### config.mk
export PLATFORM = sky130hd
export DESIGN_NAME = rx_ring_wb
export DESIGN_NICKNAME = d
export VERILOG_FILES = /design/src/rtl/rx_wb_pkg.sv /design/src/rtl/rx_ring_ptr.sv /design/src/rtl/rx_byte_packer.sv /design/src/rtl/rx_status_fmt.sv /design/src/rtl/rx_ring_wb.sv
export SDC_FILE = /design/constraint.sdc
export NUM_CORES = 1
export LEC_CHECK = 0
export ABC_AREA = 1
export BUFFER_PORTS_ARGS = -buffer_cell sky130_fd_sc_hd__buf_4
export CORE_MARGIN = 1
export CORE_UTILIZATION = 45
export CTS_CLUSTER_DIAMETER = 80
export DETAILED_ROUTE_END_ITERATION = 12
export SYNTH_ARGS = -nofsm -noshare
export SYNTH_HDL_FRONTEND = slang
export SYNTH_HIERARCHICAL = 1
export SYNTH_SLANG_ARGS = --single-unit
### constraint.sdc
create_clock -name clk_i -period 4.57 [get_ports clk_i]
set_clock_uncertainty 0.05 [all_clocks]
set_input_delay 0.457 -clock clk_i [delete_from_list [all_inputs] [get_ports clk_i]]
set_output_delay 0.457 -clock clk_i [all_outputs]
set_load 0.1 [all_outputs]
### src/rtl/rx_wb_pkg.sv
package rx_wb_pkg;
  localparam int unsigned DESC_WORDS = 8;
  localparam int unsigned OWN_BIT    = 31;
  localparam int unsigned ERR_SUM    = 15;
  localparam int unsigned OVF_BIT    = 11;
  localparam int unsigned FIRST_BIT  = 9;
  localparam int unsigned LAST_BIT   = 8;
  localparam int unsigned FTYPE_BIT  = 5;
  localparam int unsigned CRC_BIT    = 1;
  localparam int unsigned LEN_LSB    = 16;
  localparam int unsigned LEN_W      = 14;

  typedef enum logic [3:0] {
    S_IDLE, S_RD_FLG, S_CHK, S_RD_A1, S_RD_A2, S_CAP,
    S_RECV, S_WB, S_SUSP, S_DROP
  } rx_state_e;
endpackage

### src/rtl/rx_ring_ptr.sv
module rx_ring_ptr #(
  parameter int unsigned AW = 10
) (
  input  logic          clk_i,
  input  logic          rst_ni,
  input  logic          clear_i,
  input  logic          advance_i,
  input  logic          wrap_i,
  input  logic [AW-1:0] base_i,
  output logic [AW-1:0] ptr_o
);
  import rx_wb_pkg::*;
  localparam logic [AW-1:0] STRIDE = AW'(DESC_WORDS);

  always_ff @(posedge clk_i or negedge rst_ni) begin
    if (!rst_ni)        ptr_o <= '0;
    else if (clear_i)   ptr_o <= base_i;
    else if (advance_i) ptr_o <= wrap_i ? base_i : ptr_o + STRIDE;
  end

  AST_WRAP_TO_BASE: assert property (@(posedge clk_i) disable iff (!rst_ni)
    (advance_i && wrap_i && !clear_i) |=> (ptr_o == $past(base_i)));
  AST_STEP_NEXT: assert property (@(posedge clk_i) disable iff (!rst_ni)
    (advance_i && !wrap_i && !clear_i) |=> (ptr_o == $past(ptr_o) + STRIDE));
  AST_STOP_BASE: assert property (@(posedge clk_i) disable iff (!rst_ni)
    clear_i |=> (ptr_o == $past(base_i)));
endmodule

### src/rtl/rx_byte_packer.sv
module rx_byte_packer #(
  parameter int unsigned AW = 10,
  parameter int unsigned CW = 16
) (
  input  logic          clk_i,
  input  logic          rst_ni,
  input  logic          frame_start_i,
  input  logic          accept_i,
  input  logic          last_i,
  input  logic [7:0]    data_i,
  input  logic [AW-1:0] buf1_i,
  input  logic [AW-1:0] buf2_i,
  input  logic [10:0]   l1w_i,
  input  logic [10:0]   l2w_i,
  output logic          we_o,
  output logic [AW-1:0] addr_o,
  output logic [31:0]   wdata_o,
  output logic [13:0]   len_o,
  output logic          ovf_o
);
  localparam int unsigned WW = CW - 2;

  logic [CW-1:0] cnt_q;
  logic [31:0]   acc_q;
  logic [1:0]    pos;
  logic [WW-1:0] widx, cap_w, l1_ext, off;
  logic          in_b1, in_room;

  assign pos     = cnt_q[1:0];
  assign widx    = cnt_q[CW-1:2];
  assign l1_ext  = WW'(l1w_i);
  assign cap_w   = l1_ext + WW'(l2w_i);
  assign in_room = widx < cap_w;
  assign in_b1   = widx < l1_ext;
  assign off     = in_b1 ? widx : widx - l1_ext;
  assign addr_o  = (in_b1 ? buf1_i : buf2_i) + off[AW-1:0];
  assign we_o    = accept_i && in_room && (pos == 2'd3 || last_i);
  assign len_o   = cnt_q[13:0];

  for (genvar b = 0; b < 4; b++) begin : g_byte
    assign wdata_o[8*b +: 8] = (2'(b) < pos)  ? acc_q[8*b +: 8] :
                               (2'(b) == pos) ? data_i : 8'h00;
  end

  always_ff @(posedge clk_i or negedge rst_ni) begin
    if (!rst_ni) begin
      cnt_q <= '0;
      acc_q <= '0;
      ovf_o <= 1'b0;
    end else if (frame_start_i) begin
      cnt_q <= '0;
      ovf_o <= 1'b0;
    end else if (accept_i) begin
      acc_q[8*pos +: 8] <= data_i;
      cnt_q <= cnt_q + 1'b1;
      if (!in_room) ovf_o <= 1'b1;
    end
  end

  AST_OVF_STICKY: assert property (@(posedge clk_i) disable iff (!rst_ni)
    (ovf_o && !frame_start_i) |=> ovf_o);
  AST_LEN_STEP: assert property (@(posedge clk_i) disable iff (!rst_ni)
    (accept_i && !frame_start_i) |=> (len_o == $past(len_o) + 14'd1));
endmodule

### src/rtl/rx_status_fmt.sv
module rx_status_fmt (
  input  logic [13:0] len_i,
  input  logic        ovf_i,
  input  logic        crc_i,
  input  logic        ftype_i,
  output logic [31:0] word_o
);
  import rx_wb_pkg::*;
  always_comb begin
    word_o = '0;
    word_o[LEN_LSB +: LEN_W] = len_i;
    word_o[ERR_SUM]   = ovf_i | crc_i;
    word_o[OVF_BIT]   = ovf_i;
    word_o[FIRST_BIT] = 1'b1;
    word_o[LAST_BIT]  = 1'b1;
    word_o[FTYPE_BIT] = ftype_i;
    word_o[CRC_BIT]   = crc_i;
    word_o[OWN_BIT]   = 1'b0;
  end
endmodule

### src/rtl/rx_ring_wb.sv
module rx_ring_wb #(
  parameter int unsigned AW    = 10,
  parameter int unsigned CNT_W = 16
) (
  input  logic             clk_i,
  input  logic             rst_ni,
  input  logic             start_i,
  input  logic             poll_i,
  input  logic [AW+1:0]    base_addr_i,
  input  logic             in_valid_i,
  input  logic [7:0]       in_data_i,
  input  logic             in_last_i,
  input  logic             in_crc_err_i,
  input  logic             in_ftype_i,
  output logic             in_ready_o,
  output logic             mem_req_o,
  output logic             mem_we_o,
  output logic [AW-1:0]    mem_addr_o,
  output logic [31:0]      mem_wdata_o,
  input  logic [31:0]      mem_rdata_i,
  output logic [CNT_W-1:0] missed_cnt_o
);
  import rx_wb_pkg::*;

  rx_state_e     state_q, state_d;
  logic [AW-1:0] ptr, a1_q, a2_q;
  logic [10:0]   l1w_q, l2w_q;
  logic          end_q, crc_q, ft_q;
  logic          accept, advance, miss_inc;
  logic          pk_we, pk_ovf;
  logic [AW-1:0] pk_addr;
  logic [31:0]   pk_wdata, status;
  logic [13:0]   pk_len;
  logic          unused_bits;

  assign unused_bits = ^{mem_rdata_i, base_addr_i[1:0]};

  rx_ring_ptr #(.AW(AW)) u_ptr (
    .clk_i, .rst_ni, .clear_i(!start_i), .advance_i(advance), .wrap_i(end_q),
    .base_i(base_addr_i[AW+1:2]), .ptr_o(ptr)
  );

  rx_byte_packer #(.AW(AW), .CW(16)) u_pack (
    .clk_i, .rst_ni, .frame_start_i(state_q == S_CAP), .accept_i(accept),
    .last_i(in_last_i), .data_i(in_data_i), .buf1_i(a1_q), .buf2_i(a2_q),
    .l1w_i(l1w_q), .l2w_i(l2w_q), .we_o(pk_we), .addr_o(pk_addr),
    .wdata_o(pk_wdata), .len_o(pk_len), .ovf_o(pk_ovf)
  );

  rx_status_fmt u_fmt (
    .len_i(pk_len), .ovf_i(pk_ovf), .crc_i(crc_q), .ftype_i(ft_q), .word_o(status)
  );

  always_comb begin
    state_d     = state_q;
    mem_req_o   = 1'b0;
    mem_we_o    = 1'b0;
    mem_addr_o  = ptr;
    mem_wdata_o = status;
    in_ready_o  = 1'b0;
    accept      = 1'b0;
    advance     = 1'b0;
    miss_inc    = 1'b0;
    unique case (state_q)
      S_IDLE:   state_d = S_RD_FLG;
      S_RD_FLG: begin mem_req_o = 1'b1; state_d = S_CHK; end
      S_CHK: begin
        if (mem_rdata_i[OWN_BIT]) begin
          mem_req_o  = 1'b1;
          mem_addr_o = ptr + AW'(1);
          state_d    = S_RD_A1;
        end else state_d = S_SUSP;
      end
      S_RD_A1: begin mem_req_o = 1'b1; mem_addr_o = ptr + AW'(2); state_d = S_RD_A2; end
      S_RD_A2: begin mem_req_o = 1'b1; mem_addr_o = ptr + AW'(3); state_d = S_CAP; end
      S_CAP:    state_d = S_RECV;
      S_RECV: begin
        in_ready_o  = 1'b1;
        accept      = in_valid_i;
        mem_req_o   = pk_we;
        mem_we_o    = pk_we;
        mem_addr_o  = pk_addr;
        mem_wdata_o = pk_wdata;
        if (in_valid_i && in_last_i) state_d = S_WB;
      end
      S_WB: begin
        mem_req_o = 1'b1;
        mem_we_o  = 1'b1;
        advance   = 1'b1;
        state_d   = S_RD_FLG;
      end
      S_SUSP: begin
        in_ready_o = 1'b1;
        if (in_valid_i) begin
          if (in_last_i) begin miss_inc = 1'b1; state_d = S_RD_FLG; end
          else state_d = S_DROP;
        end else if (poll_i) state_d = S_RD_FLG;
      end
      S_DROP: begin
        in_ready_o = 1'b1;
        if (in_valid_i && in_last_i) begin miss_inc = 1'b1; state_d = S_RD_FLG; end
      end
      default: state_d = S_IDLE;
    endcase
    if (!start_i) begin
      state_d    = S_IDLE;
      mem_req_o  = 1'b0;
      mem_we_o   = 1'b0;
      in_ready_o = 1'b0;
      accept     = 1'b0;
      advance    = 1'b0;
      miss_inc   = 1'b0;
    end else if (state_q == S_IDLE) begin
      state_d = S_RD_FLG;
    end
  end

  always_ff @(posedge clk_i or negedge rst_ni) begin
    if (!rst_ni) begin
      state_q      <= S_IDLE;
      l1w_q        <= '0;
      l2w_q        <= '0;
      end_q        <= 1'b0;
      a1_q         <= '0;
      a2_q         <= '0;
      crc_q        <= 1'b0;
      ft_q         <= 1'b0;
      missed_cnt_o <= '0;
    end else begin
      state_q <= state_d;
      if (state_q == S_RD_A1) begin
        l1w_q <= mem_rdata_i[12:2];
        l2w_q <= mem_rdata_i[28:18];
        end_q <= mem_rdata_i[15];
      end
      if (state_q == S_RD_A2) a1_q <= mem_rdata_i[AW+1:2];
      if (state_q == S_CAP)   a2_q <= mem_rdata_i[AW+1:2];
      if (accept && in_last_i) begin
        crc_q <= in_crc_err_i;
        ft_q  <= in_ftype_i;
      end
      if (miss_inc) missed_cnt_o <= missed_cnt_o + 1'b1;
    end
  end

  AST_WB_RELEASES: assert property (@(posedge clk_i) disable iff (!rst_ni)
    (mem_we_o && state_q == S_WB) |-> !mem_wdata_o[OWN_BIT]);
  AST_NO_WRITE_SUSP: assert property (@(posedge clk_i) disable iff (!rst_ni)
    (state_q == S_SUSP || state_q == S_DROP) |-> !mem_we_o);
  AST_MISS_ON_LAST: assert property (@(posedge clk_i) disable iff (!rst_ni)
    (missed_cnt_o != $past(missed_cnt_o)) |->
      $past(in_valid_i && in_last_i && in_ready_o));
  AST_STOP_NOT_READY: assert property (@(posedge clk_i) disable iff (!rst_ni)
    !start_i |=> !in_ready_o);
  AST_RECV_AFTER_FETCH: assert property (@(posedge clk_i) disable iff (!rst_ni)
    $rose(state_q == S_RECV) |-> $past(state_q == S_CAP));
endmodule

==> out/results.ini <==
[run_status]
status = complete, but fails checks
violations = hold timing

[route]
drt_iter0_drc = 573
wirelength_um = 25400
drt-pass1-iter-count = 5
wire_per_inst_um = 14.4
drc = 0
ant_nets = 0
vias_per_cell = 5.03
vias = 8894

[grt]
antenna_found_initial = 0
grt-ovfl-total = 0
grt_first_pass_wirelength_um = 40800
grt_pass1_vias = 8023
grtUsageTotal_pct = 24.0
grt_max_degree = 46

[cells_and_area]
instances_no_fill = 1768
area.sequential_mm2 = 0.00290
multi_input_area_mm2 = 0.00545
fin_area_mm2 = 0.0112
drive_gt1_share_pct = 18.4
layout.nets = 1601
n_fill_cell = 2019
num_antenna_cells = 0
syn_to_final_growth_pct = 20.6
utilization_pct = 55.4

[critical_path]
worstPathMaxFanout = 11
r2r-end = u_pack/ovf_o
startpoint_type = flip-flop
path_class = flip-flop to output pin
arrival_ns = 3.98
required_ns = 4.06
reg2reg_slack_ns = 1.74
end_kind = output pin
crit_start = u_pack/cnt_q[2]
r2r_cells = 14
r2r_start = l1w_q[3]

[yosys]
synth_edf_count = 0
synth_most_common_cell = nand2_1
yosys-top-cells-area = dfrtp_1 (31%), nand2_1 (19%), ha_1 (7.1%), inv_1 (6.7%), o21ai_0 (4.6%)
syn_inst = 1379
ys_warn_count = 6
seq_area_frac_synth_pct = 31.1
ys.flop_type = dfrtp_1
ys_async_sr_fraction_pct = 100
synth_cell_types = 50
synth_seq_cells = 116
yosysTopAreaCellShare_pct = 31.1
synth_top_cell_by_area = dfrtp_1
synth_area_mm2 = 0.00932
yosys-top-cells-count = nand2_1 (468), inv_1 (167), dfrtp_1 (116), nor2_1 (95), o21ai_0 (85)
syn-mean-instance-area_um2 = 6.76

[power_and_ir_drop]
p_sw_share_pct = 49.0
p_per_area_mw_per_mm2 = 618
pwr-share-comb_pct = 57.1
p_leak_nw = 6.01
p_seq_share_pct = 22.4
switching_power_mw = 3.40
power.clock.fraction_pct = 20.5
p_int_mw = 3.54
ir_drop_v = 0.000338

[clock_network]
ctsLongestPathBuffers = 2
path_clk_slew_ns = 0.07
cts-root-buf = clkbuf_16
insertion_delay_ns = 0.43
cts_made_buffers = 17
clock-sinks = 116
h-tree-depth = 4
cts_tree = built

[sta]
finalSetupViolations = 0
period_share_pct = 98.1
max_freq_mhz = 223
final_max_slew_viol_count = 0
worst_pin_slew_ns = 0.886
setup_tns_ns = 0
fin_ws_ns = 0.0850
fin_crit_ns = 4.48
rsz0062_at_grt = yes
whs_ns = -0.0125
slew_headroom_pct = 41.0
hold_violations = 5

[placement]
preCtsSetupSlack_ns = 0.154
io_buffers = 110
placed_cell_area_mm2 = 0.0102
gp_congestion = 0.892
hpwl_um = 18600
dp.cells = 1713

[hold_path]
hold_path.class = input pin to asynchronous set/reset pin

[die]
die_y_um = 146
fp-row-count = 52
ioPinCount = 121
coreArea_mm2 = 0.0203
initial_core_util_pct = 45.9
dieArea_mm2 = 0.0213
die_w_um = 146

[run]
maxCapViolations = 0

## per-stage QoR
stage	total power [mW]	hold WS [ns]
finish	6.95	-0.0125
floorplan	4.33	0.111
global route	7.46	0.0402
global placement	5.07	0.407
CTS	6.64	0.0141
detailed placement	5.12	0.414
## how the worst max path moves through the flow
stage | to | slack, ns | depth (start not counted)
after global placement | mem_addr_o[8] | 0.24 | 23
after global routing | mem_addr_o[9] | -0.14 | 26
after detailed placement | mem_addr_o[8] | 0.15 | 23
final | mem_addr_o[9] | 0.09 | 25
after CTS | mem_addr_o[7] | -0.04 | 23
after floorplan | mem_addr_o[8] | 0.06 | 23
## worst max-delay path, cell delays in order, from the launching register on
cell     delay, ns
dfrtp_1       0.39
inv_2         0.07
ha_2          0.18
inv_2         0.05
fa_2          0.39
nand3_2       0.10
nand3_4       0.12
nand2_8       0.12
nand2_8       0.08
buf_12        0.17
nand2_1       0.06
nand2_1       0.08
ha_1          0.33
buf_4         0.13
nand2_1       0.07
nor2_2        0.15
nand3_1       0.09
nand3_1       0.13
inv_1         0.05
nand3_1       0.09
nand2_1       0.07
inv_2         0.06
nor2_2        0.04
nor2_1        0.12
nand4_1       0.19
buf_12        0.22
## registers in the layout, indices dropped and copies added (netlist names)
register,flops
missed_cnt_o,16
l1w_q,11
state_q,4
a2_q,10
a1_q,10
crc_q,1
u_pack/ovf_o,1
u_ptr/ptr_o,10
u_pack/acc_q,24
l2w_q,11
u_pack/cnt_q,16
ft_q,1
end_q,1
## per-layer routing
metal | track usage (%) | wire length (um) | up-vias
met3 | 4.17 | 1230 | 35
met1 | 33.5 | 12100 | 4044
met5 | 0 | 0 | -
met4 | 7.37 | 512 | 0
met2 | 38.0 | 11500 | 254
li1 | - | - | 4561
## cells by family after synthesis
family | count (synthesis) | synth area share, %
AOI/OAI and AO/OA | 192 | 11.3
xor gates and xnor gates | 32 | 3.25
adders and majority gates | 56 | 7.76
buffers and inverters | 261 | 13.2
DFF | 116 | 31.1
other | 2 | 0.0805
and+or+nand+nor | 720 | 33.3
## repair_timing
item	CTS	global route
resized for setup	12	58
buffers inserted	3	19
setup endpoints to repair	6	8
cloned	0	1
hold buffers	0	0
pin swaps	2	23
hold endpoints to repair	0	0
## power by group through the flow
stage,Combinational [mW],Clock (mW),Sequential [mW]
floorplan,2.79,0,1.54
global placement,3.50,0,1.56
detailed placement,3.54,0,1.58
CTS,3.63,1.45,1.56
global route,4.37,1.50,1.59
finish,3.97,1.42,1.56
## layout by cell type, fill, tap and decap left out, types with 3 or more instances in the layout
master,count
nor2_2,9
xor2_1,22
nand4_1,32
buf_6,3
conb_1,14
ha_4,8
a21oi_1,47
ha_1,44
inv_6,6
buf_12,5
dfrtp_1,116
o21ai_0,80
o22ai_1,17
inv_2,19
nand3_1,69
nand3_2,4
a21oi_2,3
nand2_1,467
nand3b_1,3
o211ai_1,3
nor2_4,10
nor2_1,92
nand2_2,10
buf_4,143
o21ai_1,20
xnor2_1,7
clkbuf_16,17
bufinv_16,3
clkinv_4,3
nor3_2,7
o21bai_1,4
inv_1,159
nor3_1,9
## area by class of cell
| cell class | instances | area share, % |
|---|---|---|
| multi-input cells | 1015 | 48.5 |
| flip-flops and latches | 116 | 25.8 |
| repair buffers | 153 | 11.0 |
| inverters | 182 | 6.19 |
| clock buffers | 17 | 3.78 |
| well taps | 270 | 3.01 |
| clock inverters | 15 | 1.71 |
No activity file was read; power rests on OpenSTA's default activity.
